<file path="config.mk">
export PLATFORM = sky130hd
export DESIGN_NAME = dmairq_ctrl
export DESIGN_NICKNAME = d
export VERILOG_FILES = /design/src/rtl/dmairq_pkg.sv /design/src/rtl/dmairq_w1c_bank.sv /design/src/rtl/dmairq_en_reg.sv /design/src/rtl/dmairq_summary.sv /design/src/rtl/dmairq_ctrl.sv
export SDC_FILE = /design/constraint.sdc
export NUM_CORES = 1
export LEC_CHECK = 0
export BUFFER_PORTS_ARGS = -buffer_cell sky130_fd_sc_hd__buf_2
export CAP_MARGIN = 15
export CELL_PAD_IN_SITES_DETAIL_PLACEMENT = 1
export CELL_PAD_IN_SITES_GLOBAL_PLACEMENT = 1
export CORE_MARGIN = 3
export CORE_UTILIZATION = 35
export CTS_BUF_LIST = sky130_fd_sc_hd__clkbuf_8
export DETAILED_ROUTE_END_ITERATION = 6
export PLACE_DENSITY_LB_ADDON = 0.12
export SYNTH_ARGS = -nofsm -noshare
export SYNTH_HDL_FRONTEND = slang
export SYNTH_SLANG_ARGS = --single-unit
</file>
<file path="constraint.sdc">
create_clock -name clk -period 2.91 [get_ports clk]
set_input_delay 0 -clock clk [delete_from_list [all_inputs] [get_ports clk]]
set_output_delay 0 -clock clk [all_outputs]
set_load 0.005 [all_outputs]
</file>
<file path="src/rtl/dmairq_pkg.sv">
package dmairq_pkg;

   typedef enum logic {
      SEL_STATUS = 1'b0,
      SEL_ENABLE = 1'b1
   } dmairq_sel_e;

   localparam int unsigned DFLT_DATA_W = 32;
   localparam int unsigned DFLT_EVT_W  = 15;
   localparam int unsigned DFLT_RPS_W  = 3;

   // bits 0..10 and 13..14 implemented
   localparam logic [DFLT_EVT_W-1:0] DFLT_EVT_IMPL  = 15'h67FF;
   // normal class: tx done, tx buffer unavailable, rx done, early rx
   localparam logic [DFLT_EVT_W-1:0] DFLT_NORM_MASK = 15'h4045;

endpackage

</file>
<file path="src/rtl/dmairq_w1c_bank.sv">
module dmairq_w1c_bank #(
   parameter int unsigned W    = 15,
   parameter logic [W-1:0] IMPL = '1
) (
   input  logic         clk,
   input  logic         rst_n,
   input  logic [W-1:0] set_i,
   input  logic         clr_en,
   input  logic [W-1:0] clr_i,
   output logic [W-1:0] q_o
);

   for (genvar i = 0; i < W; i++) begin : g_bit
      if (IMPL[i]) begin : g_flop
         logic bit_q;
         always_ff @(posedge clk) begin
            if (!rst_n)
               bit_q <= 1'b0;
            else if (set_i[i])
               bit_q <= 1'b1;
            else if (clr_en && clr_i[i])
               bit_q <= 1'b0;
         end
         assign q_o[i] = bit_q;
      end else begin : g_hole
         logic unused_bit;
         assign unused_bit = set_i[i] ^ clr_i[i];
         assign q_o[i]     = 1'b0;
      end
   end

   p_set_wins_r4 : assert property (@(posedge clk) disable iff (!rst_n)
      (|(set_i & IMPL)) |=> ((q_o & $past(set_i & IMPL)) == $past(set_i & IMPL)));

   p_zero_write_keeps_r3 : assert property (@(posedge clk) disable iff (!rst_n)
      !clr_en |=> ((q_o & $past(q_o)) == $past(q_o)));

   p_holes_zero_r5 : assert property (@(posedge clk) disable iff (!rst_n)
      (q_o & ~IMPL) == '0);

endmodule

</file>
<file path="src/rtl/dmairq_en_reg.sv">
module dmairq_en_reg #(
   parameter int unsigned W    = 17,
   parameter logic [W-1:0] IMPL = '1
) (
   input  logic         clk,
   input  logic         rst_n,
   input  logic         wr_i,
   input  logic [W-1:0] d_i,
   output logic [W-1:0] q_o
);

   for (genvar i = 0; i < W; i++) begin : g_bit
      if (IMPL[i]) begin : g_flop
         logic bit_q;
         always_ff @(posedge clk) begin
            if (!rst_n)
               bit_q <= 1'b0;
            else if (wr_i)
               bit_q <= d_i[i];
         end
         assign q_o[i] = bit_q;
      end else begin : g_hole
         logic unused_bit;
         assign unused_bit = d_i[i];
         assign q_o[i]     = 1'b0;
      end
   end

   p_en_load_r11 : assert property (@(posedge clk) disable iff (!rst_n)
      wr_i |=> (q_o == ($past(d_i) & IMPL)));

endmodule

</file>
<file path="src/rtl/dmairq_summary.sv">
module dmairq_summary #(
   parameter int unsigned W   = 15,
   parameter logic [W-1:0] GRP = '0
) (
   input  logic         clk,
   input  logic         rst_n,
   input  logic [W-1:0] evt_i,
   input  logic [W-1:0] en_i,
   input  logic         clr_i,
   output logic         sum_o
);

   logic hit;
   logic sum_q;

   assign hit = |(evt_i & en_i & GRP);

   always_ff @(posedge clk) begin
      if (!rst_n)
         sum_q <= 1'b0;
      else if (hit)
         sum_q <= 1'b1;
      else if (clr_i)
         sum_q <= 1'b0;
   end

   assign sum_o = sum_q;

   p_sum_cause_r6_r7 : assert property (@(posedge clk) disable iff (!rst_n)
      $rose(sum_o) |-> $past(|(evt_i & en_i & GRP)));

   p_sum_sticky_r8 : assert property (@(posedge clk) disable iff (!rst_n)
      (sum_o && !clr_i) |=> sum_o);

endmodule

</file>
<file path="src/rtl/dmairq_ctrl.sv">
module dmairq_ctrl
   import dmairq_pkg::*;
#(
   parameter int unsigned DATA_W = DFLT_DATA_W,
   parameter int unsigned EVT_W  = DFLT_EVT_W,
   parameter int unsigned RPS_W  = DFLT_RPS_W,
   parameter logic [EVT_W-1:0] EVT_IMPL  = DFLT_EVT_IMPL,
   parameter logic [EVT_W-1:0] NORM_MASK = DFLT_NORM_MASK
) (
   input  logic              clk,
   input  logic              rst_n,
   input  logic              reg_wr,
   input  logic              reg_sel,
   input  logic [DATA_W-1:0] reg_wdata,
   output logic [DATA_W-1:0] reg_rdata,
   input  logic [EVT_W-1:0]  evt_pulse,
   input  logic [RPS_W-1:0]  rx_proc_state,
   output logic              irq
);

   localparam int unsigned ABN_POS = EVT_W;
   localparam int unsigned NRM_POS = EVT_W + 1;
   localparam int unsigned SUM_W   = EVT_W + 2;
   localparam int unsigned RPS_LSB = SUM_W;
   localparam int unsigned TOP_W   = RPS_LSB + RPS_W;
   localparam logic [EVT_W-1:0] ABN_MASK = EVT_IMPL & ~NORM_MASK;
   localparam logic [SUM_W-1:0] EN_IMPL  = {2'b11, EVT_IMPL};

   if (TOP_W > DATA_W) begin : g_bad_width
      $error("dmairq_ctrl: status fields exceed DATA_W");
   end
   if ((NORM_MASK & ~EVT_IMPL) != '0) begin : g_bad_group
      $error("dmairq_ctrl: normal class names unimplemented events");
   end

   dmairq_sel_e sel;
   assign sel = dmairq_sel_e'(reg_sel);

   logic st_wr, en_wr;
   assign st_wr = reg_wr && (sel == SEL_STATUS);
   assign en_wr = reg_wr && (sel == SEL_ENABLE);

   logic [EVT_W-1:0] evt_q;
   logic [SUM_W-1:0] en_q;
   logic             nis_q, ais_q;
   logic [RPS_W-1:0] rps_q;

   dmairq_w1c_bank #(.W(EVT_W), .IMPL(EVT_IMPL)) u_events (
      .clk   (clk),
      .rst_n (rst_n),
      .set_i (evt_pulse),
      .clr_en(st_wr),
      .clr_i (reg_wdata[EVT_W-1:0]),
      .q_o   (evt_q)
   );

   dmairq_en_reg #(.W(SUM_W), .IMPL(EN_IMPL)) u_enable (
      .clk  (clk),
      .rst_n(rst_n),
      .wr_i (en_wr),
      .d_i  (reg_wdata[SUM_W-1:0]),
      .q_o  (en_q)
   );

   dmairq_summary #(.W(EVT_W), .GRP(NORM_MASK)) u_sum_norm (
      .clk  (clk),
      .rst_n(rst_n),
      .evt_i(evt_q),
      .en_i (en_q[EVT_W-1:0]),
      .clr_i(st_wr && reg_wdata[NRM_POS]),
      .sum_o(nis_q)
   );

   dmairq_summary #(.W(EVT_W), .GRP(ABN_MASK)) u_sum_abn (
      .clk  (clk),
      .rst_n(rst_n),
      .evt_i(evt_q),
      .en_i (en_q[EVT_W-1:0]),
      .clr_i(st_wr && reg_wdata[ABN_POS]),
      .sum_o(ais_q)
   );

   always_ff @(posedge clk) begin
      if (!rst_n)
         rps_q <= '0;
      else
         rps_q <= rx_proc_state;
   end

   logic [DATA_W-1:0] status_word, enable_word;

   always_comb begin
      status_word                   = '0;
      status_word[EVT_W-1:0]        = evt_q;
      status_word[ABN_POS]          = ais_q;
      status_word[NRM_POS]          = nis_q;
      status_word[RPS_LSB +: RPS_W] = rps_q;
      enable_word                   = '0;
      enable_word[SUM_W-1:0]        = en_q;
   end

   assign reg_rdata = (sel == SEL_ENABLE) ? enable_word : status_word;
   assign irq       = (nis_q && en_q[NRM_POS]) || (ais_q && en_q[ABN_POS]);

   logic unused_wdata;
   assign unused_wdata = ^reg_wdata[DATA_W-1:SUM_W];

   p_quiet_no_irq_r9 : assert property (@(posedge clk) disable iff (!rst_n)
      (!nis_q && !ais_q) |-> !irq);

   p_rps_follows_r10 : assert property (@(posedge clk) disable iff (!rst_n)
      1'b1 |=> (status_word[RPS_LSB +: RPS_W] == $past(rx_proc_state)));

   p_upper_zero_r5 : assert property (@(posedge clk) disable iff (!rst_n)
      (reg_rdata >> TOP_W) == '0);

endmodule

</file>
# ---- After elaboration in Yosys (flattened, before gate mapping)
# Cells that the tools add are included.
dict set report op_classes {
  mux 31
  bitwise_logic 2
  n_reduce_logical 37
}
# cell n
set op_table {}
lappend op_table {{1-bit 2-to-1 mux} 30}
lappend op_table {{2-bit nonzero test} 15}
lappend op_table {{20-bit 2-to-1 mux} 1}
lappend op_table {{1-bit logical AND} 19}
lappend op_table {{15-bit AND} 1}
lappend op_table {{9-bit OR reduction} 1}
lappend op_table {{4-bit OR reduction} 1}
lappend op_table {{1-bit logical OR} 1}
lappend op_table {{1-bit NOT} 1}
dict set report totals {
  register_bits 33
  inputBits 54
  out_inout_bits 33
  wordCells 101
}

# ---- Logic depth before layout (Yosys ltp)
dict set report depth {
  ltp_word 5
  depth_mapped 5
  depth_no_buf 3
}

# ---- By module
# Synthesis repeated with hierarchy kept, for this count alone.
dict set report unflattened {
  cells_unflattened 198
  area_unflattened_um2 2015.7
}
# module n_inst cells_per_inst area_each_um2 seq_area_each_um2
set modules_own_cells {}
lappend modules_own_cells {dmairq_en_reg 1 66 710.7 300.3}
lappend modules_own_cells {dmairq_w1c_bank 1 70 653.1 260.2}
lappend modules_own_cells {dmairq_ctrl 1 47 513.0 60.1}
lappend modules_own_cells {{dmairq_summary at u_sum_abn} 1 9 88.8 20.0}
lappend modules_own_cells {{dmairq_summary at u_sum_norm} 1 6 50.0 20.0}

# ---- Worst setup path before layout
# OpenSTA, ideal clock, no wires.
dict set report synth_path {
  path_type {reg-to-reg}
  from {register u_enable.g_bit[7].g_flop.bit_q}
  to {register u_sum_abn.sum_q (netlist: u_sum_abn.sum_o)}
  setup_time_ps 120
  t_arrival_ps 880
  t_required_ps 2790
  setup_slack_ps 1910
  stages_incl_launch_ff 4
  n_path_buf 0
  period_less_slack_ps 1000
  path_cell_list {dfxtp_1 -> a222oi_1 -> inv_1 -> o31a_1}
}
dict set report synth_via {
  elab_chain_cells 3
  word_cells_on_any_way 4
}
# item line
set synth_rtl {}
lappend synth_rtl {{start: declaration} dmairq_en_reg.sv:14} ;# logic bit_q;
lappend synth_rtl {{start signal: assignment} dmairq_en_reg.sv:19} ;# bit_q <= d_i[i];
lappend synth_rtl {{15-bit AND (*)} dmairq_summary.sv:16} ;# assign hit = |(evt_i & en_i & GRP);
lappend synth_rtl {{9-bit OR reduction (*)} dmairq_summary.sv:16}
lappend synth_rtl {{1-bit 2-to-1 mux / 2-bit nonzero test (equally long branches)} --}
lappend synth_rtl {{end signal: assignment} dmairq_summary.sv:20} ;# sum_q <= 1'b0;
lappend synth_rtl {{end signal: assignment} dmairq_summary.sv:22} ;# sum_q <= 1'b1;
lappend synth_rtl {{end signal: assignment} dmairq_summary.sv:24} ;# sum_q <= 1'b0;
lappend synth_rtl {{end: declaration} dmairq_summary.sv:14} ;# logic sum_q;
# Every way passes the cells marked *; elsewhere a longest branch is shown, timed or not.
# A chain may end at the register's enable or synchronous reset.

# ---- Final worst setup path
dict set report layout_path {
  from {input port reg_sel}
  to {register u_enable.g_bit[4].g_flop.bit_q}
}
dict set report layout_via {
  elab_chain_cells 1
}
# item line
set layout_rtl {}
lappend layout_rtl {{start: declaration} dmairq_ctrl.sv:13} ;# input logic reg_sel,
lappend layout_rtl {{1-bit logical AND} dmairq_ctrl.sv:41} ;# assign en_wr = reg_wr && (sel == SEL_ENABLE);
lappend layout_rtl {{end signal: assignment} dmairq_en_reg.sv:19}
lappend layout_rtl {{end: declaration} dmairq_en_reg.sv:14}
# No other way between the ends.

==> results.json <==
{
  "drv_cap": 0,
  "grt_pass1_vias": 1582,
  "finalClockSkew_ps": 3.35,
  "placeableCoreArea_um2": 4200,
  "synthesis.area_um2": 1590,
  "cts_root_buf": "clkbuf_8",
  "cts_max_path_buffers": 2,
  "path_class": "in2reg",
  "setup_tns_ps": 0,
  "numCtsBuffers": 5,
  "max-vdd-ir-drop_v": 0.000268,
  "place.gp.congestion": 0.781,
  "dr.pass1.iters": 4,
  "slew_viol_final": 0,
  "die_h_um": 73.5,
  "finalHoldViolCount": 0,
  "synth_edf_count": 0,
  "ys_seq_elements": 33,
  "num_rows": 23,
  "rr_worst_depth": 3,
  "grt_max_degree": 34,
  "arrival_ps": 1370,
  "min_period_ps": 1160,
  "diodes": 0,
  "multi_input_area_um2": 802,
  "viasPerCell": 4.92,
  "avgSynthCellArea_um2": 9.60,
  "clock_sinks": 33,
  "routedWlPerCell_um": 15.1,
  "synth_top_area_share": 0.414,
  "ant_nets": 0,
  "grt-ovfl-total": 0,
  "vias": 1455,
  "htree_levels": 2,
  "fillerInstances": 514,
  "path_max_fanout": 21,
  "synthTopCellsByCount": "33 x dfxtp_1, 31 x nand2_1, 19 x a21boi_0",
  "end_kind": "register",
  "fp.dieW_um": 73.5,
  "antenna_found_initial": 0,
  "rsz0062_at_grt": "false",
  "grt_pass1_wl_um": 7260,
  "syn-instance-count": 166,
  "setup_viol": 0,
  "synth_ff_type": "dfxtp_1",
  "synth_cell_types": 20,
  "ys_seq_area_frac": 0.414,
  "place_area_um2": 1790,
  "initial_core_util": 0.379,
  "synthArstFlopShare": 0,
  "p_leak_nw": 0.990,
  "clk_pin_slew_ps": 70,
  "cts_tree": "built",
  "area_growth_pct": 35.8,
  "clk-insertion-delay-late_ps": 280,
  "hold_path_class": "in2reg",
  "layout-drive-gt1-share": 0.305,
  "max_freq_mhz": 861,
  "powerDensity_nw_per_um2": 458,
  "yosysMostFrequentCell": "dfxtp_1",
  "drt_iter0_markers": 63,
  "postLayoutCellArea_um2": 2160,
  "ff_latch_area_um2": 661,
  "final_util": 0.515,
  "relSlewSlack": 0.575,
  "worstSetupStartpointType": "primary input",
  "synthTopCellsByArea": "dfxtp_1 41%, mux2_2 11%, a21boi_0 8.9%",
  "timing.final.crit_share": 0.399,
  "die-area_um2": 5400,
  "yosys_warnings": 0,
  "min_path_cells": 3,
  "synth_top_area_cell": "dfxtp_1",
  "worstMarginPinSlew_ps": 638,
  "routed_wl_um": 4470,
  "grt_usage": 0.179,
  "io_buffers": 53,
  "ios": 87,
  "nNetsFinal": 299,
  "remaining_drc_errors": 0,
  "crit_required_ps": 3120,
  "run_status": "finished, final reports clean",
  "dp_hpwl_um": 2970
}
kinds of logic after synthesis:
logic type | Yosys count | synth area share
other cells | 1 | 0.00235
simple gates | 41 | 0.116
buf+inv | 24 | 0.113
mux | 15 | 0.106
compound gates | 52 | 0.248
flops | 33 | 0.414
worst paths after layout:
kind / from / end / slack (ps)
worst max-delay path: reg_sel / u_enable.g_bit[4].g_flop.bit_q$_SDFFE_PN0P_ / 1750
worst min-delay path: reg_wdata[4] / u_enable.g_bit[4].g_flop.bit_q$_SDFFE_PN0P_ / 2
worst max register to register: u_enable.g_bit[7].g_flop.bit_q$_SDFFE_PN0P_ / u_sum_abn.sum_o$_SDFFE_PN0P_ / 1840
worst min register to register: u_enable.g_bit[2].g_flop.bit_q$_SDFFE_PN0P_ / u_enable.g_bit[2].g_flop.bit_q$_SDFFE_PN0P_ / 480
routing by layer:
layer / part of all wire / up-vias / global-route usage / wire length (um)
li1: - / 698 / - / -
met1: 0.41 / 708 / 0.198 / 1810
met2: 0.52 / 43 / 0.324 / 2320
met3: 0.062 / 6 / 0.0520 / 278
met4: 0.013 / 0 / 0.0563 / 58
met5: 0 / - / 0 / 0
area by class of cell:
class | instances | share of cell area
multi-input cells | 122 | 0.371
flip-flops and latches | 33 | 0.305
repair buffers | 82 | 0.257
clock buffers | 5 | 0.0318
well taps | 50 | 0.0289
clock inverters | 3 | 0.00520
inverters | 1 | 0.00173
cell usage in the layout (no fill, tap or decap):
master         instances
clkbuf_8               5
and2_1                 4
nand2_2                1
o31a_1                 1
nor2b_1                3
nor2b_4                1
inv_1                  4
a21boi_1              11
dfxtp_1               33
mux2_2                15
o21a_1                14
a22oi_1                5
dlygate4sd3_1         29
nand2_1               31
buf_2                 53
a21boi_0              19
conb_1                14
nand3_1                1
a222oi_1               1
a22o_1                 1
power breakdown:
group	internal (mW)	switching, mW
clock	0.159	0.163
sequential	0.480	0.0196
combinational	0.0979	0.0714
sequential cells by signal (all words and copies together), names as in the netlist:
register / count
u_enable.g_bit.g_flop.bit_q: 15
u_events.g_bit.g_flop.bit_q: 13
rps_q: 3
u_sum_abn.sum_o: 1
u_sum_norm.sum_o: 1
what timing repair did:
| item | CTS | global route |
|---|---|---|
| hold buffers | 29 | 0 |
| gates resized for setup | 0 | 0 |
| buffers inserted | 0 | 0 |
| hold endpoints to repair | 29 | 0 |
through the flow:
step | hold slack (ps) | setup WS [ps] | cells | power, mW
detailed placement | 205 | 1430 | 259 | 0.649
global route | 7.64 | 1620 | 296 | 1.05
floorplan | 122 | 1910 | 179 | 0.604
finish | 1.52 | 1750 | 296 | 0.990
global placement | 201 | 1480 | 259 | 0.642
CTS | 0.755 | 1730 | 296 | 1.00
worst max-delay path: stages:
cell and delay (ps):
buf_2 420, and2_1 620, nand2_1 130, a21boi_0 190
No activity file was read; power rests on OpenSTA's default activity.
